**config.mk**
```make
export PLATFORM = sky130hd
export DESIGN_NAME = vid_line_frame_seq
export DESIGN_NICKNAME = d
export VERILOG_FILES = /design/src/rtl/vid_seq_pkg.sv /design/src/rtl/vid_line_timer.sv /design/src/rtl/vid_frame_fsm.sv /design/src/rtl/vid_audio_strobe.sv /design/src/rtl/vid_line_frame_seq.sv
export SDC_FILE = /design/constraint.sdc
export NUM_CORES = 1
export LEC_CHECK = 0
export ABC_AREA = 1
export CORE_ASPECT_RATIO = 0.7
export CORE_UTILIZATION = 61
export DETAILED_ROUTE_END_ITERATION = 8
export GPL_TIMING_DRIVEN = 0
export PLACE_DENSITY = 0.84
export SYNTH_ARGS = -nofsm -noshare
export SYNTH_HDL_FRONTEND = slang
export SYNTH_SLANG_ARGS = --single-unit
```
**constraint.sdc**
```tcl
create_clock -name clk_i -period 3.7 [get_ports clk_i]
set_input_delay 0.555 -clock clk_i [delete_from_list [all_inputs] [get_ports clk_i]]
set_output_delay 0.555 -clock clk_i [all_outputs]
set_load 0.05 [all_outputs]
```
**src/rtl/vid_seq_pkg.sv**
```systemverilog
package vid_seq_pkg;

    typedef enum logic {
        STD_60 = 1'b0,
        STD_50 = 1'b1
    } vstd_e;

    typedef enum logic {
        ST_ACTIVE = 1'b0,
        ST_BLANK  = 1'b1
    } fstate_e;

    function automatic int max2(input int a, input int b);
        return (a > b) ? a : b;
    endfunction

endpackage

```
**src/rtl/vid_line_timer.sv**
```systemverilog
module vid_line_timer
    import vid_seq_pkg::*;
#(
    parameter int PERIOD_A = 9,
    parameter int PERIOD_B = 10,
    localparam int PER_W   = $clog2(max2(PERIOD_A, PERIOD_B) + 1)
) (
    input  logic  clk_i,
    input  logic  rst_ni,
    input  vstd_e std_i,
    output logic  tick_o
);

    localparam logic [PER_W-1:0] LAST_A = PER_W'(PERIOD_A - 1);
    localparam logic [PER_W-1:0] LAST_B = PER_W'(PERIOD_B - 1);

    logic [PER_W-1:0] cnt_q;
    logic [PER_W-1:0] last_sel;
    logic             tick_q;

    always_comb begin
        last_sel = (std_i == STD_50) ? LAST_B : LAST_A;
    end

    // the compare uses >= so that a shorter period loaded at a frame wrap can never be overrun
    always_ff @(posedge clk_i or negedge rst_ni) begin
        if (!rst_ni) begin
            cnt_q  <= '0;
            tick_q <= 1'b0;
        end else if (cnt_q >= last_sel) begin
            cnt_q  <= '0;
            tick_q <= 1'b1;
        end else begin
            cnt_q  <= cnt_q + 1'b1;
            tick_q <= 1'b0;
        end
    end

    assign tick_o = tick_q;


    tick_gap_chk: assert property (@(posedge clk_i) disable iff (!rst_ni)
        tick_q |=> !tick_q);

endmodule

```
**src/rtl/vid_frame_fsm.sv**
```systemverilog
module vid_frame_fsm
    import vid_seq_pkg::*;
#(
    parameter int TOTAL_A  = 262,
    parameter int TOTAL_B  = 312,
    parameter int VBSTRT_A = 240,
    parameter int VBSTRT_B = 256,
    localparam int LINE_W  = $clog2(max2(TOTAL_A, TOTAL_B))
) (
    input  logic              clk_i,
    input  logic              rst_ni,
    input  logic              tick_i,
    input  vstd_e             std_sel_i,
    output vstd_e             act_std_o,
    output logic              vblank_o,
    output logic              irq_o,
    output logic [LINE_W-1:0] line_o
);

    localparam logic [LINE_W-1:0] LAST_A = LINE_W'(TOTAL_A - 1);
    localparam logic [LINE_W-1:0] LAST_B = LINE_W'(TOTAL_B - 1);
    localparam logic [LINE_W-1:0] VB_A   = LINE_W'(VBSTRT_A);
    localparam logic [LINE_W-1:0] VB_B   = LINE_W'(VBSTRT_B);

    fstate_e           state_q, state_d;
    vstd_e             act_q;
    logic [LINE_W-1:0] line_q;
    logic              irq_q;
    logic [LINE_W-1:0] last_sel, vb_sel;
    logic              at_last, at_vbm1;

    always_comb begin
        last_sel = (act_q == STD_50) ? LAST_B : LAST_A;
        vb_sel   = (act_q == STD_50) ? VB_B : VB_A;
        at_last  = (line_q == last_sel);
        at_vbm1  = ((line_q + 1'b1) == vb_sel);
    end

    // next state: enter blank / frame wrap
    always_comb begin
        state_d = state_q;
        unique case (state_q)
            ST_ACTIVE: if (tick_i && at_vbm1) state_d = ST_BLANK;
            ST_BLANK:  if (tick_i && at_last) state_d = ST_ACTIVE;
            default:   state_d = ST_ACTIVE;
        endcase
    end

    // state register
    always_ff @(posedge clk_i or negedge rst_ni) begin
        if (!rst_ni) state_q <= ST_ACTIVE;
        else         state_q <= state_d;
    end

    // outputs: line number, interrupt, standard latched at the wrap
    always_ff @(posedge clk_i or negedge rst_ni) begin
        if (!rst_ni) begin
            line_q <= '0;
            irq_q  <= 1'b0;
            act_q  <= STD_60;
        end else begin
            irq_q <= 1'b0;
            if (tick_i) begin
                if (at_last) begin
                    line_q <= '0;
                    irq_q  <= 1'b1;
                    act_q  <= std_sel_i;
                end else begin
                    line_q <= line_q + 1'b1;
                end
            end
        end
    end

    assign vblank_o  = (state_q == ST_BLANK);
    assign irq_o     = irq_q;
    assign line_o    = line_q;
    assign act_std_o = act_q;


    line_step_chk: assert property (@(posedge clk_i) disable iff (!rst_ni)
        tick_i |=> (line_q == '0) || (line_q == $past(line_q) + LINE_W'(1)));


    line_hold_chk: assert property (@(posedge clk_i) disable iff (!rst_ni)
        !tick_i |=> $stable(line_q));


    blank_entry_chk: assert property (@(posedge clk_i) disable iff (!rst_ni)
        $rose(state_q == ST_BLANK) |-> (line_q == vb_sel));


    irq_wrap_chk: assert property (@(posedge clk_i) disable iff (!rst_ni)
        irq_q |-> (line_q == '0) && (state_q == ST_ACTIVE));


    irq_pulse_chk: assert property (@(posedge clk_i) disable iff (!rst_ni)
        irq_q |=> !irq_q);


    std_hold_chk: assert property (@(posedge clk_i) disable iff (!rst_ni)
        !irq_q |-> $stable(act_q));

endmodule

```
**src/rtl/vid_audio_strobe.sv**
```systemverilog
module vid_audio_strobe
    import vid_seq_pkg::*;
#(
    parameter int EVERY_A = 23,
    parameter int EVERY_B = 22,
    localparam int AUD_W  = $clog2(max2(EVERY_A, EVERY_B) + 1)
) (
    input  logic  clk_i,
    input  logic  rst_ni,
    input  logic  tick_i,
    input  vstd_e std_i,
    output logic  stb_o
);

    localparam logic [AUD_W-1:0] LAST_A = AUD_W'(EVERY_A - 1);
    localparam logic [AUD_W-1:0] LAST_B = AUD_W'(EVERY_B - 1);

    logic [AUD_W-1:0] cnt_q;
    logic [AUD_W-1:0] last_sel;
    logic             stb_q;

    always_comb begin
        last_sel = (std_i == STD_50) ? LAST_B : LAST_A;
    end

    always_ff @(posedge clk_i or negedge rst_ni) begin
        if (!rst_ni) begin
            cnt_q <= '0;
            stb_q <= 1'b0;
        end else begin
            stb_q <= 1'b0;
            if (tick_i) begin
                if (cnt_q >= last_sel) begin
                    cnt_q <= '0;
                    stb_q <= 1'b1;
                end else begin
                    cnt_q <= cnt_q + 1'b1;
                end
            end
        end
    end

    assign stb_o = stb_q;


    aud_sync_chk: assert property (@(posedge clk_i) disable iff (!rst_ni)
        stb_q |-> $past(tick_i));


    aud_pulse_chk: assert property (@(posedge clk_i) disable iff (!rst_ni)
        stb_q |=> !stb_q);

endmodule

```
**src/rtl/vid_line_frame_seq.sv**
```systemverilog
module vid_line_frame_seq
    import vid_seq_pkg::*;
#(
    parameter int SYS_CLK_HZ = 33_868_800,
    parameter int RATE_60    = 60,
    parameter int RATE_50    = 50,
    parameter int LINES_60   = 262,
    parameter int LINES_50   = 312,
    parameter int VBLINE_60  = 240,
    parameter int VBLINE_50  = 256,
    parameter int AUDIV_60   = 23,
    parameter int AUDIV_50   = 22,
    localparam int LINE_W    = $clog2(max2(LINES_60, LINES_50))
) (
    input  logic              clk_i,
    input  logic              rst_ni,
    input  logic              std_sel_i,
    output logic              line_tick_o,
    output logic              vblank_o,
    output logic              frame_irq_o,
    output logic              audio_stb_o,
    output logic [LINE_W-1:0] line_num_o
);

    localparam int PERIOD_60 = SYS_CLK_HZ / (RATE_60 * LINES_60);
    localparam int PERIOD_50 = SYS_CLK_HZ / (RATE_50 * LINES_50);

    vstd_e act_std;
    logic  tick;

    vid_line_timer #(
        .PERIOD_A (PERIOD_60),
        .PERIOD_B (PERIOD_50)
    ) u_timer (
        .clk_i  (clk_i),
        .rst_ni (rst_ni),
        .std_i  (act_std),
        .tick_o (tick)
    );

    vid_frame_fsm #(
        .TOTAL_A  (LINES_60),
        .TOTAL_B  (LINES_50),
        .VBSTRT_A (VBLINE_60),
        .VBSTRT_B (VBLINE_50)
    ) u_frame (
        .clk_i     (clk_i),
        .rst_ni    (rst_ni),
        .tick_i    (tick),
        .std_sel_i (vstd_e'(std_sel_i)),
        .act_std_o (act_std),
        .vblank_o  (vblank_o),
        .irq_o     (frame_irq_o),
        .line_o    (line_num_o)
    );

    vid_audio_strobe #(
        .EVERY_A (AUDIV_60),
        .EVERY_B (AUDIV_50)
    ) u_audio (
        .clk_i  (clk_i),
        .rst_ni (rst_ni),
        .tick_i (tick),
        .std_i  (act_std),
        .stb_o  (audio_stb_o)
    );

    assign line_tick_o = tick;


    reset_quiet_chk: assert property (@(posedge clk_i) disable iff (!rst_ni)
        $rose(rst_ni) |-> !line_tick_o && !frame_irq_o && !audio_stb_o && !vblank_o);

endmodule

```
* Yosys cells after proc, flatten, opt, wreduce, memory -nomap -nowiden
Cells that the tools add are included.
** Operators by class
- Order comparisons :: 2
- Add/subtract/negate cells :: 3
- Equal/unequal tests :: 2
- Multiplexer cells :: 15
- Reduce and logical (&&, ||, !) cells :: 3
- Bitwise gates (word level) :: 1
** Operators by type and width (count)
- equality test 9 bit :: 2
- two-way mux 9 bit :: 2
- adder 12 x 1 -> 12 bit (second input constant) :: 1
- greater-or-equal comparator 12 bit :: 1
- two-way mux 12 bit :: 1
- two-way mux 5 bit :: 2
- adder 9 x 1 -> 9 bit (second input constant) :: 1
- two-way mux 1 bit :: 7
- two-way mux 6 bit :: 1
- adder 5 x 1 -> 5 bit (second input constant) :: 1
- greater-or-equal comparator 5 bit :: 1
- logical AND 1 bit :: 2
- two-way mux 2 bit :: 1
- case mux 1 bit (2 select lines) :: 1
- AND reduction 2 bit :: 1
- inverter 1 bit :: 1
** Word-level totals
- Register bits :: 31
- Output and inout port bits :: 13

* Depth between registers and ports, before layout
- Depth after elaboration :: 5
- Depth in mapped cells :: 11

* Modules after synthesis
Synthesis repeated with hierarchy kept, for this count alone.
** Unflattened totals
- Cells, all modules :: 238
- Area total of the unflattened synthesis :: 1841.8 um^2
** Modules (own cells, without submodules)
- vid_frame_fsm :: cells an instance 102, area each 747.0 um^2, instances 1, seq. area each 300.3 um^2
- vid_line_timer :: cells an instance 92, area each 718.2 um^2, instances 1, seq. area each 325.3 um^2
- vid_audio_strobe :: cells an instance 44, area each 376.6 um^2, instances 1, seq. area each 150.1 um^2

* Least setup slack after synthesis
Ideal clock, no wire load.
- Path kind :: reg2reg
- From :: register u_frame.line_q[0], in the netlist u_frame.line_o[0]
- To :: register u_frame.state_q, in the netlist u_frame.vblank_o
- Stages on the path, launching flop included :: 10
- Arrival :: 1.688 ns
- Clock period less this slack :: 1.755 ns
- Buffers on the path :: 0
- Slack :: 1.945 ns
- Cells stage by stage :: dfrtp_1 -> ha_1 -> nand2_1 -> nor2_1 -> nand3_1 -> a21oi_1 -> nand3_1 -> nand2_1 -> nand3_1 -> nand2_1
** Between the ends
- Word-level cells in the longest chain between the ends :: 5
** Ends and longest elaborated chain
- from (decl) :: RTL line vid_frame_fsm.sv:27 : logic [LINE_W-1:0] line_q;
- from (signal assigned) :: RTL line vid_frame_fsm.sv:69 : line_q <= line_q + 1'b1;
- adder 9 x 1 -> 9 bit :: RTL line vid_frame_fsm.sv:36 : at_vbm1 = ((line_q + 1'b1) == vb_sel);
- equality test 9 bit :: RTL line vid_frame_fsm.sv:36
- logical AND 1 bit :: RTL line vid_frame_fsm.sv:43 : ST_ACTIVE: if (tick_i && at_vbm1) state_d = ST_BLANK;
- two-way mux 1 bit :: RTL line vid_frame_fsm.sv:43
- case mux 1 bit (2 select lines) * :: RTL line vid_frame_fsm.sv:42 : unique case (state_q)
- net u_frame.state_d :: RTL line vid_frame_fsm.sv:25 : fstate_e state_q, state_d;
- to (signal assigned) :: RTL line vid_frame_fsm.sv:52 : else state_q <= state_d;
- to (decl) :: RTL line vid_frame_fsm.sv:25
Mark *: on every way through the listed nets, which the timed path passes. The rest lies on a longest branch.
A chain may end at the register's enable or synchronous reset.

* Worst setup path in the final report
- From :: register u_frame.line_q[0], in the netlist u_frame.line_o[0]
- To :: output port line_num_o[0]
** RTL lines
- to (decl) :: RTL line vid_line_frame_seq.sv:22 : output logic [LINE_W-1:0] line_num_o
No word-level cell between the ends.

==> run summary <==
Status: completed
Pwr/cell area: 302.0 nW/µm²
Initial antenna violation count: 0
Largest stage delay, worst path: 0.86 ns
Syn Area/Cell: 8.171 µm²
Hold Path Class: in -> async
Overall Power: 613.6 µW
Dpl hpwl: 2.975 mm
Post-Synthesis Cells: 215
Simple-Gate Fraction of Synth Area: 28.35%
Worst VDD drop: 0.2949 mV
Die width: 66.14 µm
Mux share of post-synthesis cell area: 0%
Total CTS buffers: 5
Crit path cell chain: clkdlybuf4s50_1
Nets@finish: 249
Vias per Instance: 5.649
First-pass iteration count of the detailed router: 5
Synth unique cells: 27
Post-synth EDFFs: 0
Adder-cell area share of the yosys netlist: 6.410%
Tightest Pin Transition: 0.6825 ns
I/O pin cnt: 16
Crit path kind: reg -> out
Global placement routability congestion: 0.9592
Post-synth top area cell: dfrtp_1
Pleak: 0.9680 nW
H-tree Lvls: 2
Final Hold Violating Endpoints: 0
Post_cts resized: 0
FP Rows: 15
Clock root cell: clkbuf_8
# setup viols final: 0
Gr ovfl total: 0
CP endpoint kind: output pin
Share of the synthesized area in the top cell type: 44.16%
Reg clk slew, reported paths: 0.07 ns
Final setup margin: 1.508 ns
Fin crit share: 59.25%
R2R cell count: 8
Residual DRC: 0
Final std cells w/o fill: 271
Most common cell in the netlist: nand2_1
RSZ-0062 raised after global routing: false
Worst Path Max Fanout: 7
Total negative slack: 0 ns
CTS tree: done
Post-cts hold buffer count: 0
Yosys warning total: 0
CTS Sinks: 31
Global-route wire length before repair: 6.341 mm
Util after Layout: 78.45%
Die Span Y: 46.90 µm
Worst skew pair latency: 0.29 ns
GRT Total Usage: 29.22%
Tmin final: 2.192 ns
Peak Freq: 456.2 MHz
Vias: 1531
Max-cap viol count: 0
Synth Cell Area: 1757 µm²
Post-synth ARST share: 100.0%
Drt first-iter violations: 157
Vias in the first global route: 1382
Initial core utilization: 67.83%
Startpoint Class: flop
Post-synthesis register bit count: 31
Buffers & Inverters on Critical Path: 1
Post-Synth XOR/XNOR Area: 3.989%
Critical path arrival: 1.64 ns
Share of layout cells above drive strength 1: 10.97%
Synth Net Count: 227
Port bufs: 15
WL/cell: 14.89 µm
Reg2reg start: u_frame.act_std_o
Register area share after synthesis: 44.16%
CP required: 3.14 ns
Total core area: 2590 µm²
P&R area growth vs syn: 15.67%
Crit-path slowest cell: clkdlybuf4s50_1
Synth Flop Type: dfrtp_1
Critical path's top delay family: buffers and inverters
Post-CTS Setup Repair Bufs: 0
Post-synth top cells: nand2_1 (45), dfrtp_1 (31), inv_1 (29)
Setup Skew: 0.009959 ns
Pre-CTS setup slack: 1.495 ns
Worst r2r dst: u_timer.cnt_q[0]
Placed Instances: 264
Largest net degree at the start of global routing: 32
Antenna cell count: 0
Post-Route WL: 4.034 mm
Clk buf depth: 2
Main combinational cell family by area after synthesis: simple AND/OR/NAND/NOR gates
ANT nets after route: 0
Post-synthesis compound-gate area fraction: 9.330%
R2R Setup Slk: 1.84 ns
Synth area leaders: dfrtp_1 (44%), nand2_1 (9.6%), ha_1 (6.4%)
Relative slew slack: 54.50%
Die ar.: 3102 µm²
Max Transition Viols Final: 0
==> state kept, by name, indices dropped and copies added (netlist names) <==
name,count
u_frame.act_std_o,1
u_audio.stb_o,1
u_timer.tick_o,1
u_audio.cnt_q,5
u_frame.irq_o,1
u_timer.cnt_q,12
u_frame.line_o,9
u_frame.vblank_o,1
==> routing by layer <==
layer / vias up / wire (µm) / global-route usage (%)
li1: 735 / - / -
met4: 0 / 75 / 11.06
met2: 74 / 1815 / 45.51
met5: - / 0 / 0
met1: 713 / 1839 / 38.95
met3: 9 / 304 / 9.466
==> final cells by class <==
class                      count  area, µm²
buffer                         4      27.53
clock buffer                   6      82.58
clock inverter                 1      5.005
fill                         160      558.0
inverter                      29      108.9
multi-input combinational    151      844.6
sequential                    31      775.7
tap                           34      42.54
timing repair buffer          15      145.1
==> cells by family (layout without fill, tap and decap cells) <==
| group | after synthesis | count (layout) |
|---|---|---|
| xor gates and xnor gates | 8 | 8 |
| AOI/OAI and AO/OA | 28 | 28 |
| buffers and inverters | 33 | 55 |
| adders and majority gates | 9 | 9 |
| DFF | 31 | 31 |
| and+or+nand+nor | 106 | 106 |
==> worst max path at each step <==
stage	from	to	slack, ns	cells past startpoint
4_1_cts	u_frame.line_o[0]	line_num_o[0]	1.51	1
5_1_grt	u_frame.line_o[0]	line_num_o[0]	1.50	1
6_report	u_frame.line_o[0]	line_num_o[0]	1.51	1
3_3_place_gp	rst_ni	u_frame.line_o[6]	1.58	1
3_5_place_dp	rst_ni	u_audio.stb_o	1.49	1
2_1_floorplan	u_frame.line_o[0]	u_frame.vblank_o	1.94	9
==> per-stage QoR <==
| stage | hold slack, ns | area, µm² |
|---|---|---|
| 6_report | 0.3029 | 2032 |
| 4_1_cts | 0.5423 | 2037 |
| 3_3_place_gp | 0.4855 | 1949 |
| 2_1_floorplan | 0.2594 | 1757 |
| 3_5_place_dp | 0.5286 | 1949 |
| 5_1_grt | 0.3772 | 2032 |
==> layout by cell type (no fill, tap or decap), types with 2 or more instances in the layout <==
| master | instances |
|---|---|
| or2_2 | 2 |
| buf_2 | 2 |
| clkbuf_8 | 6 |
| nand3_1 | 19 |
| nand3_2 | 3 |
| nand4_1 | 3 |
| nor3_1 | 6 |
| a21oi_1 | 9 |
| xor2_1 | 7 |
| clkdlybuf4s50_1 | 14 |
| nand2_1 | 45 |
| o22ai_1 | 2 |
| inv_1 | 29 |
| nor2_1 | 18 |
| nor2_2 | 6 |
| dfrtp_1 | 31 |
| ha_1 | 9 |
| o21ai_0 | 14 |
==> power breakdown <==
| group | internal, mW | total [mW] | leakage (nW) | switching [mW] |
|---|---|---|---|---|
| clock network | 0.146 | 0.267 | 0.0470 | 0.121 |
| registers | 0.339 | 0.339 | 0.414 | 0 |
| logic | 0.00130 | 0.00776 | 0.507 | 0.00646 |
Power figures use the tool's default switching activity.
